==> config.mk <==
export PLATFORM = sky130hd
export DESIGN_NAME = miss_dispatch
export DESIGN_NICKNAME = d
export VERILOG_FILES = /design/src/rtl/miss_dispatch_pkg.sv /design/src/rtl/md_classify.sv /design/src/rtl/md_entry_table.sv /design/src/rtl/md_stats.sv /design/src/rtl/miss_dispatch.sv
export SDC_FILE = /design/constraint.sdc
export NUM_CORES = 2
export LEC_CHECK = 0
export BUFFER_PORTS_ARGS = -buffer_cell sky130_fd_sc_hd__buf_2
export CAP_MARGIN = 10
export CORE_MARGIN = 2
export CORE_UTILIZATION = 42
export CTS_CLUSTER_SIZE = 10
export DETAILED_ROUTE_END_ITERATION = 16
export PLACE_DENSITY_LB_ADDON = 0.15
export SLEW_MARGIN = 20
export SYNTH_ARGS = -nofsm -noshare
export SYNTH_HDL_FRONTEND = slang
export SYNTH_SLANG_ARGS = --single-unit
==> constraint.sdc <==
create_clock -name clk -period 4.8 [get_ports clk]
set_input_delay 0.24 -clock clk [delete_from_list [all_inputs] [get_ports clk]]
set_output_delay 0.24 -clock clk [all_outputs]
set_load 0.05 [all_outputs]
==> src/rtl/miss_dispatch_pkg.sv <==
package miss_dispatch_pkg;

  typedef enum logic [2:0] {
    CMD_READ        = 3'd0,
    CMD_WRITE       = 3'd1,
    CMD_SWPF        = 3'd2,
    CMD_CLEAN_EVICT = 3'd3,
    CMD_WRITEBACK   = 3'd4,
    CMD_WRITE_CLEAN = 3'd5,
    CMD_RSVD6       = 3'd6,
    CMD_RSVD7       = 3'd7
  } md_cmd_e;

  typedef enum logic [1:0] {
    RES_MERGE = 2'd0,
    RES_ALLOC = 2'd1,
    RES_WBUF  = 2'd2,
    RES_DROP  = 2'd3
  } md_res_e;

  localparam int N_STAT_KIND = 3;
  localparam int N_CMD       = 8;

  typedef struct packed {
    md_res_e kind;
    logic    pf_resp;
    logic    clr_readable;
    logic    ev_hit;
    logic    ev_miss;
    logic    ev_unc;
  } md_decision_t;

  function automatic logic cmd_is_eviction(input md_cmd_e c);
    return (c == CMD_CLEAN_EVICT) || (c == CMD_WRITEBACK);
  endfunction

  function automatic logic cmd_is_write(input md_cmd_e c);
    return (c == CMD_WRITE) || (c == CMD_WRITEBACK) || (c == CMD_WRITE_CLEAN);
  endfunction

endpackage

==> src/rtl/md_classify.sv <==
module md_classify
  import miss_dispatch_pkg::*;
(
  input  md_cmd_e      cmd,
  input  logic         uncache,
  input  logic         hit_any,
  input  logic         lookup_valid,
  input  logic         lookup_writable,
  output md_decision_t dec
);

  logic is_pf, is_ce, is_wc, to_wbuf_nomatch;

  assign is_pf = (cmd == CMD_SWPF);
  assign is_ce = (cmd == CMD_CLEAN_EVICT);
  assign is_wc = (cmd == CMD_WRITE_CLEAN);
  assign to_wbuf_nomatch = cmd_is_eviction(cmd) || is_wc ||
                           (uncache && cmd_is_write(cmd));

  always_comb begin
    dec = '0;
    dec.pf_resp = is_pf;
    if (hit_any) begin
      if (is_pf || is_ce)   dec.kind = RES_DROP;
      else if (is_wc)       dec.kind = RES_WBUF;
      else                  dec.kind = RES_MERGE;
      dec.ev_hit = !(is_pf || is_ce || is_wc);
    end else begin
      dec.kind    = to_wbuf_nomatch ? RES_WBUF : RES_ALLOC;
      dec.ev_miss = !uncache;
      dec.ev_unc  = uncache;
    end
    dec.clr_readable = (dec.kind == RES_ALLOC) && (cmd == CMD_WRITE) &&
                       lookup_valid && !lookup_writable;
  end

endmodule

==> src/rtl/md_entry_table.sv <==
module md_entry_table #(
  parameter int ADDR_W  = 32,
  parameter int N_ENTRY = 4,
  parameter int MAX_TGT = 4,
  localparam int IDX_W  = (N_ENTRY > 1) ? $clog2(N_ENTRY) : 1,
  localparam int TGT_W  = $clog2(MAX_TGT + 1)
) (
  input  logic              clk,
  input  logic              rst_n,
  input  logic [ADDR_W-1:0] lk_block,
  input  logic              lk_secure,
  input  logic              lk_uncache,
  output logic              hit_any,
  output logic [IDX_W-1:0]  hit_idx,
  output logic [TGT_W-1:0]  hit_cnt,
  output logic              full,
  output logic [IDX_W-1:0]  free_idx,
  input  logic              do_alloc,
  input  logic              do_merge,
  input  logic              retire_valid,
  input  logic [IDX_W-1:0]  retire_idx
);

  logic              ent_v   [N_ENTRY];
  logic [ADDR_W-1:0] ent_blk [N_ENTRY];
  logic              ent_sec [N_ENTRY];
  logic              ent_unc [N_ENTRY];
  logic [TGT_W-1:0]  ent_cnt [N_ENTRY];
  logic [N_ENTRY-1:0] v_vec;
  logic [N_ENTRY-1:0] hit_vec;

  for (genvar i = 0; i < N_ENTRY; i++) begin : g_ent
    always_ff @(posedge clk) begin
      if (!rst_n) begin
        ent_v[i]   <= 1'b0;
        ent_blk[i] <= '0;
        ent_sec[i] <= 1'b0;
        ent_unc[i] <= 1'b0;
        ent_cnt[i] <= '0;
      end else if (retire_valid && (retire_idx == IDX_W'(i))) begin
        ent_v[i]   <= 1'b0;
        ent_cnt[i] <= '0;
      end else if (do_alloc && (free_idx == IDX_W'(i))) begin
        ent_v[i]   <= 1'b1;
        ent_blk[i] <= lk_block;
        ent_sec[i] <= lk_secure;
        ent_unc[i] <= lk_uncache;
        ent_cnt[i] <= TGT_W'(1);
      end else if (do_merge && hit_vec[i]) begin
        ent_cnt[i] <= ent_cnt[i] + TGT_W'(1);
      end
    end

    assign v_vec[i]   = ent_v[i];
    assign hit_vec[i] = ent_v[i] && !ent_unc[i] && !lk_uncache &&
                        (ent_blk[i] == lk_block) && (ent_sec[i] == lk_secure);

    // a target counter never grows past the configured maximum
    a_r7_cnt_bounded: assert property (@(posedge clk) disable iff (!rst_n)
      ent_cnt[i] <= TGT_W'(MAX_TGT));
  end

  assign hit_any = |hit_vec;
  assign full    = &v_vec;

  always_comb begin
    hit_idx = '0;
    hit_cnt = '0;
    for (int i = 0; i < N_ENTRY; i++) begin
      if (hit_vec[i]) begin
        hit_idx = IDX_W'(i);
        hit_cnt = ent_cnt[i];
      end
    end
  end

  always_comb begin
    free_idx = '0;
    for (int i = N_ENTRY - 1; i >= 0; i--) begin
      if (!ent_v[i]) free_idx = IDX_W'(i);
    end
  end

  // a block is held by at most one matchable entry
  a_r1_single_match: assert property (@(posedge clk) disable iff (!rst_n)
    $onehot0(hit_vec));

  // an allocation only happens while a free slot exists
  a_r10_alloc_has_room: assert property (@(posedge clk) disable iff (!rst_n)
    do_alloc |-> !full);

endmodule

==> src/rtl/md_stats.sv <==
module md_stats
  import miss_dispatch_pkg::*;
#(
  parameter int SRC_W = 2,
  parameter int CNT_W = 16,
  localparam int N_SRC = 1 << SRC_W,
  localparam int N_CTR = N_STAT_KIND * N_CMD * N_SRC,
  localparam int CI_W  = $clog2(N_CTR)
) (
  input  logic             clk,
  input  logic             rst_n,
  input  logic             ev_hit,
  input  logic             ev_miss,
  input  logic             ev_unc,
  input  logic [2:0]       ev_cmd,
  input  logic [SRC_W-1:0] ev_src,
  input  logic [1:0]       rd_kind,
  input  logic [2:0]       rd_cmd,
  input  logic [SRC_W-1:0] rd_src,
  output logic [CNT_W-1:0] rd_count
);

  logic [CNT_W-1:0] ctr [N_CTR];

  function automatic logic [CI_W-1:0] ctr_index(input int k, input int c, input int s);
    return CI_W'(k * N_CMD * N_SRC + c * N_SRC + s);
  endfunction

  logic [CI_W-1:0] i_hit, i_miss, i_unc, i_rd;
  assign i_hit  = ctr_index(0, int'(ev_cmd), int'(ev_src));
  assign i_miss = ctr_index(1, int'(ev_cmd), int'(ev_src));
  assign i_unc  = ctr_index(2, int'(ev_cmd), int'(ev_src));
  assign i_rd   = ctr_index(int'(rd_kind), int'(rd_cmd), int'(rd_src));

  always_ff @(posedge clk) begin
    if (!rst_n) begin
      for (int i = 0; i < N_CTR; i++) ctr[i] <= '0;
    end else begin
      if (ev_hit)  ctr[i_hit]  <= ctr[i_hit]  + CNT_W'(1);
      if (ev_miss) ctr[i_miss] <= ctr[i_miss] + CNT_W'(1);
      if (ev_unc)  ctr[i_unc]  <= ctr[i_unc]  + CNT_W'(1);
    end
  end

  assign rd_count = (int'(rd_kind) < N_STAT_KIND) ? ctr[i_rd] : '0;

  // one request produces at most one counted event
  a_r11_one_event: assert property (@(posedge clk) disable iff (!rst_n)
    $countones({ev_hit, ev_miss, ev_unc}) <= 1);

endmodule

==> src/rtl/miss_dispatch.sv <==
module miss_dispatch
  import miss_dispatch_pkg::*;
#(
  parameter int ADDR_W     = 32,
  parameter int LINE_BYTES = 64,
  parameter int N_ENTRY    = 4,
  parameter int MAX_TGT    = 4,
  parameter int SRC_W      = 2,
  parameter int CNT_W      = 16,
  localparam int IDX_W     = (N_ENTRY > 1) ? $clog2(N_ENTRY) : 1
) (
  input  logic              clk,
  input  logic              rst_n,
  input  logic              req_valid,
  input  logic [2:0]        req_cmd,
  input  logic [ADDR_W-1:0] req_addr,
  input  logic              req_secure,
  input  logic              req_uncache,
  input  logic [SRC_W-1:0]  req_src,
  input  logic              lookup_valid,
  input  logic              lookup_writable,
  output logic              req_ready,
  output logic              res_valid,
  output logic [1:0]        res_kind,
  output logic [IDX_W-1:0]  res_entry,
  output logic              res_pf_resp,
  output logic              res_clr_readable,
  output logic              blocked_targets,
  output logic [IDX_W-1:0]  blocked_entry,
  output logic              blocked_entries,
  input  logic              retire_valid,
  input  logic [IDX_W-1:0]  retire_idx,
  input  logic [1:0]        stat_kind,
  input  logic [2:0]        stat_cmd,
  input  logic [SRC_W-1:0]  stat_src,
  output logic [CNT_W-1:0]  stat_count
);

  localparam int OFF_W = $clog2(LINE_BYTES);
  localparam int TGT_W = $clog2(MAX_TGT + 1);

  function automatic logic [ADDR_W-1:0] block_of(input logic [ADDR_W-1:0] a);
    return a & ~((ADDR_W'(1) << OFF_W) - ADDR_W'(1));
  endfunction

  md_cmd_e          cmd;
  logic [ADDR_W-1:0] blk_addr;
  logic             hit_any, full;
  logic [IDX_W-1:0] hit_idx, free_idx;
  logic [TGT_W-1:0] hit_cnt;
  md_decision_t     dec;

  // named internal events
  logic accept, want_alloc, do_alloc, do_merge, fills_targets, unblock;
  logic             blk_tgt_q;
  logic [IDX_W-1:0] blk_idx_q;

  assign cmd      = md_cmd_e'(req_cmd);
  assign blk_addr = block_of(req_addr);

  md_entry_table #(
    .ADDR_W (ADDR_W),
    .N_ENTRY(N_ENTRY),
    .MAX_TGT(MAX_TGT)
  ) u_table (
    .clk         (clk),
    .rst_n       (rst_n),
    .lk_block    (blk_addr),
    .lk_secure   (req_secure),
    .lk_uncache  (req_uncache),
    .hit_any     (hit_any),
    .hit_idx     (hit_idx),
    .hit_cnt     (hit_cnt),
    .full        (full),
    .free_idx    (free_idx),
    .do_alloc    (do_alloc),
    .do_merge    (do_merge),
    .retire_valid(retire_valid),
    .retire_idx  (retire_idx)
  );

  md_classify u_class (
    .cmd            (cmd),
    .uncache        (req_uncache),
    .hit_any        (hit_any),
    .lookup_valid   (lookup_valid),
    .lookup_writable(lookup_writable),
    .dec            (dec)
  );

  assign want_alloc      = (dec.kind == RES_ALLOC);
  assign blocked_entries = req_valid && want_alloc && full;
  assign req_ready       = !blk_tgt_q && !(want_alloc && full);
  assign accept          = req_valid && req_ready;
  assign do_alloc        = accept && want_alloc;
  assign do_merge        = accept && (dec.kind == RES_MERGE);
  assign fills_targets   = do_merge && (hit_cnt == TGT_W'(MAX_TGT - 1)) &&
                           !(retire_valid && (retire_idx == hit_idx));
  assign unblock         = blk_tgt_q && retire_valid && (retire_idx == blk_idx_q);

  always_ff @(posedge clk) begin
    if (!rst_n) begin
      blk_tgt_q <= 1'b0;
      blk_idx_q <= '0;
    end else if (fills_targets) begin
      blk_tgt_q <= 1'b1;
      blk_idx_q <= hit_idx;
    end else if (unblock) begin
      blk_tgt_q <= 1'b0;
      blk_idx_q <= '0;
    end
  end

  assign blocked_targets = blk_tgt_q;
  assign blocked_entry   = blk_idx_q;

  always_ff @(posedge clk) begin
    if (!rst_n) begin
      res_valid        <= 1'b0;
      res_kind         <= 2'd0;
      res_entry        <= '0;
      res_pf_resp      <= 1'b0;
      res_clr_readable <= 1'b0;
    end else begin
      res_valid        <= accept;
      res_kind         <= accept ? dec.kind : 2'd0;
      res_entry        <= !accept ? '0 :
                          (dec.kind == RES_MERGE) ? hit_idx :
                          (dec.kind == RES_ALLOC) ? free_idx : '0;
      res_pf_resp      <= accept && dec.pf_resp;
      res_clr_readable <= accept && dec.clr_readable;
    end
  end

  md_stats #(
    .SRC_W(SRC_W),
    .CNT_W(CNT_W)
  ) u_stats (
    .clk     (clk),
    .rst_n   (rst_n),
    .ev_hit  (accept && dec.ev_hit),
    .ev_miss (accept && dec.ev_miss),
    .ev_unc  (accept && dec.ev_unc),
    .ev_cmd  (req_cmd),
    .ev_src  (req_src),
    .rd_kind (stat_kind),
    .rd_cmd  (stat_cmd),
    .rd_src  (stat_src),
    .rd_count(stat_count)
  );

  // an uncacheable request never merges
  a_r1_unc_no_merge: assert property (@(posedge clk) disable iff (!rst_n)
    (accept && req_uncache) |=> (res_kind != RES_MERGE));

  // every accepted software prefetch gets its immediate response
  a_r2_pf_answered: assert property (@(posedge clk) disable iff (!rst_n)
    (accept && (req_cmd == CMD_SWPF)) |=> res_pf_resp);

  // write-clean always reaches the write buffer
  a_r5_wc_to_wbuf: assert property (@(posedge clk) disable iff (!rst_n)
    (accept && (req_cmd == CMD_WRITE_CLEAN)) |=> (res_kind == RES_WBUF));

  // the target stall holds back every request
  a_r7_stall_holds: assert property (@(posedge clk) disable iff (!rst_n)
    blocked_targets |-> !req_ready);

  // the table-full stall holds back the request
  a_r10_full_holds: assert property (@(posedge clk) disable iff (!rst_n)
    blocked_entries |-> !req_ready);

  // a readable bit is cleared only alongside an allocation
  a_r9_clr_on_alloc: assert property (@(posedge clk) disable iff (!rst_n)
    res_clr_readable |-> (res_valid && (res_kind == RES_ALLOC)));

  // results come only from an acceptance in the previous cycle
  a_r12_result_timing: assert property (@(posedge clk) disable iff (!rst_n)
    res_valid |-> $past(accept));

endmodule

# [Yosys cells after proc, flatten, opt, wreduce, memory -nomap -nowiden]
# Memories as Yosys holds them, arrays and structs flattened.
# Index checks and enable logic that the tools add are counted.
[totals] reg_bits=10 latchBits=0 ramBits=1664 romBits=0 input_bits=54 out_inout_bits=28 mem_count=6
[classes] n_addsub=14 n_mul=0 div_mod_pow=0 magnitude_cmp=1 n_eq_ne=23 shifts=0 n_mux=123 n_bitwise=32 reduce_logical=76
[memory_table] memory="u_stats.ctr" depth=96 width=16 rd=4 rd_clocked_by_memory_dff=0 write_ports=96 line_no="md_stats.sv:23" rtl="logic [CNT_W-1:0] ctr [N_CTR];"
[memory_table] memory="u_table.ent_blk" depth=4 width=26 rd=4 rd_clocked_by_memory_dff=0 write_ports=4 line_no="md_entry_table.sv:25" rtl="logic [ADDR_W-1:0] ent_blk [N_ENTRY];"
[memory_table] memory="u_table.ent_cnt" depth=4 width=3 rd=4 rd_clocked_by_memory_dff=0 write_ports=4 line_no="md_entry_table.sv:28" rtl="logic [TGT_W-1:0] ent_cnt [N_ENTRY];"
[memory_table] memory="u_table.ent_sec" depth=4 width=1 rd=4 rd_clocked_by_memory_dff=0 write_ports=4 line_no="md_entry_table.sv:26" rtl="logic ent_sec [N_ENTRY];"
[memory_table] memory="u_table.ent_unc" depth=4 width=1 rd=4 rd_clocked_by_memory_dff=0 write_ports=4 line_no="md_entry_table.sv:27" rtl="logic ent_unc [N_ENTRY];"
[memory_table] memory="u_table.ent_v" depth=4 width=1 rd=4 rd_clocked_by_memory_dff=0 write_ports=4 line_no="md_entry_table.sv:24" rtl="logic ent_v [N_ENTRY];"
[op_table] op="32-bit == test" count=4
[op_table] op="26-bit two-way mux" count=4
[op_table] op="1-bit two-way mux" count=81
[op_table] op="16-bit two-way mux" count=4
[op_table] op="1-bit logical AND" count=49
[op_table] op="16-bit by 1-bit adder with 16-bit output, second input constant" count=3
[op_table] op="3-bit two-way mux" count=16
[op_table] op="16-bit OR reduction" count=3
[op_table] op="1-bit bitwise OR" count=32
[op_table] op="2-bit two-way mux" count=15
[op_table] op="7-bit by 3-bit adder with 7-bit output" count=3
[op_table] op="7-bit two-way mux" count=3
[op_table] op="3-bit by 1-bit adder with 3-bit output, second input constant" count=4
[op_table] op="1-bit zero test" count=10
[op_table] op="3-bit by 2-bit == test with 1-bit output, second input constant" count=3
[op_table] op="2-bit == test, second input constant" count=4
[op_table] op="6-bit by 5-bit adder with 7-bit output, first input constant" count=1
[op_table] op="7-bit by 5-bit adder with 7-bit output" count=1
[op_table] op="7-bit by 5-bit adder with 7-bit output, first input constant" count=1
[op_table] op="1-bit logical OR" count=7
[op_table] op="5-bit by 2-bit adder with 6-bit output" count=1
[op_table] op="2-bit by 1-bit == test with 1-bit output, second input constant" count=3
[op_table] op="3-bit == test, second input constant" count=2
[op_table] op="2-bit zero test" count=3
[op_table] op="8 further kinds" count=12

# [Longest topological paths before layout]
# An unclocked memory read counts as a cell.
[depth] ltp_word=21 ltp_mapped=22 mapped_depth_nobuf=14

# [By module]
# From an unflattened synthesis, not the netlist that was laid out.
[hier_totals] cells_unflattened=6650 hier_area_um2=90411.7
[modules_own_cells] mod="md_stats" n_inst=1 cells_each=5958 area_per_inst_um2=82024.9 seq_area_each_um2=46124.2
[modules_own_cells] mod="md_entry_table" n_inst=1 cells_each=626 area_per_inst_um2=7776.2 seq_area_each_um2=4534.3
[modules_own_cells] mod="miss_dispatch" n_inst=1 cells_each=48 area_per_inst_um2=496.7 seq_area_each_um2=200.2
[modules_own_cells] mod="md_classify" n_inst=1 cells_each=18 area_per_inst_um2=113.9 seq_area_each_um2=0.0

# [Least setup slack after synthesis]
# OpenSTA, ideal clock, no wires.
[synth_timing] path_kind="input-to-reg" from="in req_addr[21]" to="mem u_stats.ctr[38][12], data pin" setup_time_ns=0.265 arrival_time_ns=3.635 required_time_ns=4.535 path_slack_ns=0.900 cell_stages=19 path_buffers=5 cell_sequence="buf_2 xnor2_1 nand4_1 nor4b_2 nand4_1 and4_1 clkbuf_1 a22oi_1 a221oi_2 inv_1 clkbuf_1 ha_1 inv_1 nor3_1 nand3_1 xor2_1 buf_2 buf_4 nor2_1"
[synth_rtl] element="start: declaration" line_no="miss_dispatch.sv:16" rtl="input logic [ADDR_W-1:0] req_addr,"
[synth_rtl] element="end: declaration" line_no="md_stats.sv:23"

==> summary.md <==
| Metric | Value |
|---|---|
| VDD IR max | `0.000322 V` |
| CP Capture Type | `flip-flop` |
| Vias in the first global route | `60487` |
| Final setup margin | `290 ps` |
| Worst path arrival time | `5110 ps` |
| Tcrit/Tclk final | `0.940` |
| Fmax | `222 MHz` |
| Remaining DRCs | `0` |
| Hold Startpoint | `req_valid` |
| First-pass GRT wire length | `488000 µm` |
| Setup bufs post-CTS | `0` |
| Max Fanout on Critical Path | `32` |
| Status | `completed` |
| Nets@finish | `6967` |
| Min-Delay Path Class | `input port to flip-flop` |
| CTS buffer count | `193` |
| Gr ovfl total | `0` |
| Initial DRC count | `10445` |
| Count of different cell masters after synthesis | `94` |
| Syn_area_per_cell | `13.5 µm²` |
| PwrDens | `363 nW/µm²` |
| Final Slew Violations | `0` |
| Hpwl dp | `243000 µm` |
| Vias | `63083` |
| Die X | `457 µm` |
| Final hold violations | `0` |
| Primary FF master, synth | `edfxtp_1` |
| Initial Util | `0.422` |
| Fill cells | `17779` |
| Post-Syn Area | `86100 µm²` |
| Final setup violation count | `0` |
| Final min period | `4510 ps` |
| Post-synth ARST share | `0` |
| Htree depth | `4` |
| Total clock sinks | `1674` |
| Worst-margin pin slew | `1070 ps` |
| Slowest stage cell, crit path | `nor4_1` |
| Final RePlAce weighted congestion | `0.950` |
| Core area | `204000 µm²` |
| Slew Limit Headroom | `0.288` |
| Cell Chain, Critical Path | `xor2_1, nor4_1, nand4_1, buf_4, and4_1, a22oi_1, buf_4, a221oi_2, clkinv_2, ha_1, inv_1, nor3_1, nand3_1, xnor2_4, buf_12, nor2_1` |
| Share of layout cells above drive strength 1 | `0.249` |
| Cells after Synth | `6377` |
| CTS tree | `done` |
| Chip height | `457 µm` |
| Die ar. | `209000 µm²` |
| Ranking of synthesized cells by area | `edfxtp_1 (58%), mux4_2 (15%), nor2_1 (6.5%)` |
| Register area share after synthesis | `0.582` |
| Clock buffer depth | `3` |
| Dpl ws | `107 ps` |
| Dominant cell type by area after synthesis | `edfxtp_1` |
| Critical path startpoint | `u_table.ent_blk[2][16]` |
| Site Rows | `166` |
| EDFF count, synth | `1661` |
| Setup CP Type | `flip-flop to flip-flop` |
| Delay-heaviest family, CP | `simple AND/OR/NAND/NOR gates` |
| Final ANT Viol Nets | `0` |
| Synth-to-layout area growth | `16.4%` |
| Initial antenna violation count | `24` |
| Clock Pin Slew Worst Setup and Hold Paths | `60 ps` |
| Most common cell after layout, fill and taps aside | `edfxtp_1` |
| Worst Path Required | `5400 ps` |
| Routed WL | `354000 µm` |
| Reg-to-Reg Start | `u_table.ent_blk[2][16]` |
| Max Clock Skew | `39.4 ps` |
| Leakage power | `36.8 nW` |
| Flops & latches, synth | `1674` |
| Worst skew pair latency | `880 ps` |
| Clock root buffer | `clkbuf_16` |
| Max Cap Violations | `0` |
| Startpoint types | `flip-flop` |
| Most frequent cells in the layout | `edfxtp_1 (1661), nor2_1 (1490), mux4_2 (575)` |
| Wire length per cell | `36.5 µm` |
| CP bufs+invs | `5` |
| All-Layer GR Usage | `0.334` |
| Port Buffers | `75` |
| Synth warn | `0` |
| Critical Path Max Stage Delay | `600 ps` |
| Vias per cell | `6.50` |
| Yosys top cell area share | `0.579` |
| Detailed Routing Iterations Pass 1 | `6` |
| RSZ-0062 raised after global routing | `false` |
| Setup TNS | `0 ps` |
| IO Pins | `82` |
| Largest net degree at the start of global routing | `65` |
| CP dominant cell by count | `buf_4` |
## where the power goes
| part | switching (mW) | leakage (nW) | total [mW] | internal, mW |
|---|---|---|---|---|
| Sequential | 0.337 | 17.1 | 17.0 | 16.7 |
| Clock | 6.02 | 2.63 | 13.4 | 7.42 |
| Combinational | 3.89 | 17.1 | 5.96 | 2.07 |
## state kept, by name, indices dropped and copies added (netlist names)
signal / cells
blocked_targets: 1
u_stats.ctr: 1536
u_table.ent_unc: 4
res_pf_resp: 1
u_table.ent_blk: 104
res_entry: 2
res_clr_readable: 1
u_table.ent_cnt: 12
blocked_entry: 2
res_valid: 1
u_table.ent_sec: 4
u_table.ent_v: 4
res_kind: 2
## cell families after synthesis
family          count (synthesis)  synth area share
compound gates                837            0.0690
xor+xnor                      128            0.0134
fa+ha+maj                       5          0.000726
buf+inv                       694            0.0403
flops                        1674             0.582
mux                           914             0.192
other cells                     1         0.0000435
simple gates                 2124             0.102
## per-stage QoR
stage               total power, mW  std cells   util  hold slack (ps)  area [µm²]
CTS                            36.4       9692  0.491             1.15      100000
global route                   37.2       9694  0.491             88.3      100000
global placement               23.0       9364  0.462              415       94400
finish                         36.4       9706  0.491             76.7      100000
floorplan                      20.2       6568      -              316       86800
detailed placement             23.1       9364  0.462              407       94400
## cell type report
cell class / count / area, µm² / area share
sequential: 1674 / 50100 / 0.500
multi-input combinational: 4200 / 33500 / 0.335
timing repair buffer: 791 / 7500 / 0.0749
clock buffer: 256 / 5100 / 0.0509
tap: 2688 / 3360 / 0.0336
clock inverter: 35 / 358 / 0.00357
inverter: 48 / 191 / 0.00191
antenna: 14 / 35.0 / 0.000350
## final timing paths
path                          to  slack, ps  cells after the start
max reg2reg  u_stats.ctr[92][10]        290                     16
min reg2reg   u_table.ent_unc[2]        480                      1
min             u_table.ent_v[2]         80                      5
max          u_stats.ctr[92][10]        290                     16
## synthesized netlist by cell type (52+ instances only)
cell      number
buf_4         88
nand4_1       52
mux2_2       142
a221oi_1     162
nand2_1      311
mux4_2       575
edfxtp_1    1661
and2_1        89
mux2i_1      190
xnor2_1       97
a21oi_1      165
a22oi_1       94
clkbuf_1     296
buf_2        160
o21ai_0      122
buf_1         57
nor2_1      1495
## repair_timing
action / 4_1_cts / 5_1_grt
hold endpoints to repair: 133 / 0
resized for setup: 0 / 0
hold buffers: 37 / 0
setup endpoints to repair: 0 / 0
## per-layer routing
metal | global-route usage | up-vias | share of wire
li1 | - | 25245 | -
met1 | 0.448 | 32413 | 0.38
met2 | 0.506 | 4532 | 0.45
met3 | 0.0832 | 871 | 0.12
met4 | 0.170 | 22 | 0.060
met5 | 0 | - | 0.00044
## tightest hold or removal path: cells and delay by family
family,cells,cell delay [ps]
buffers and inverters,1,110
AND/OR/NAND/NOR,4,550
Note: power is estimated with default switching activity, not from simulation.
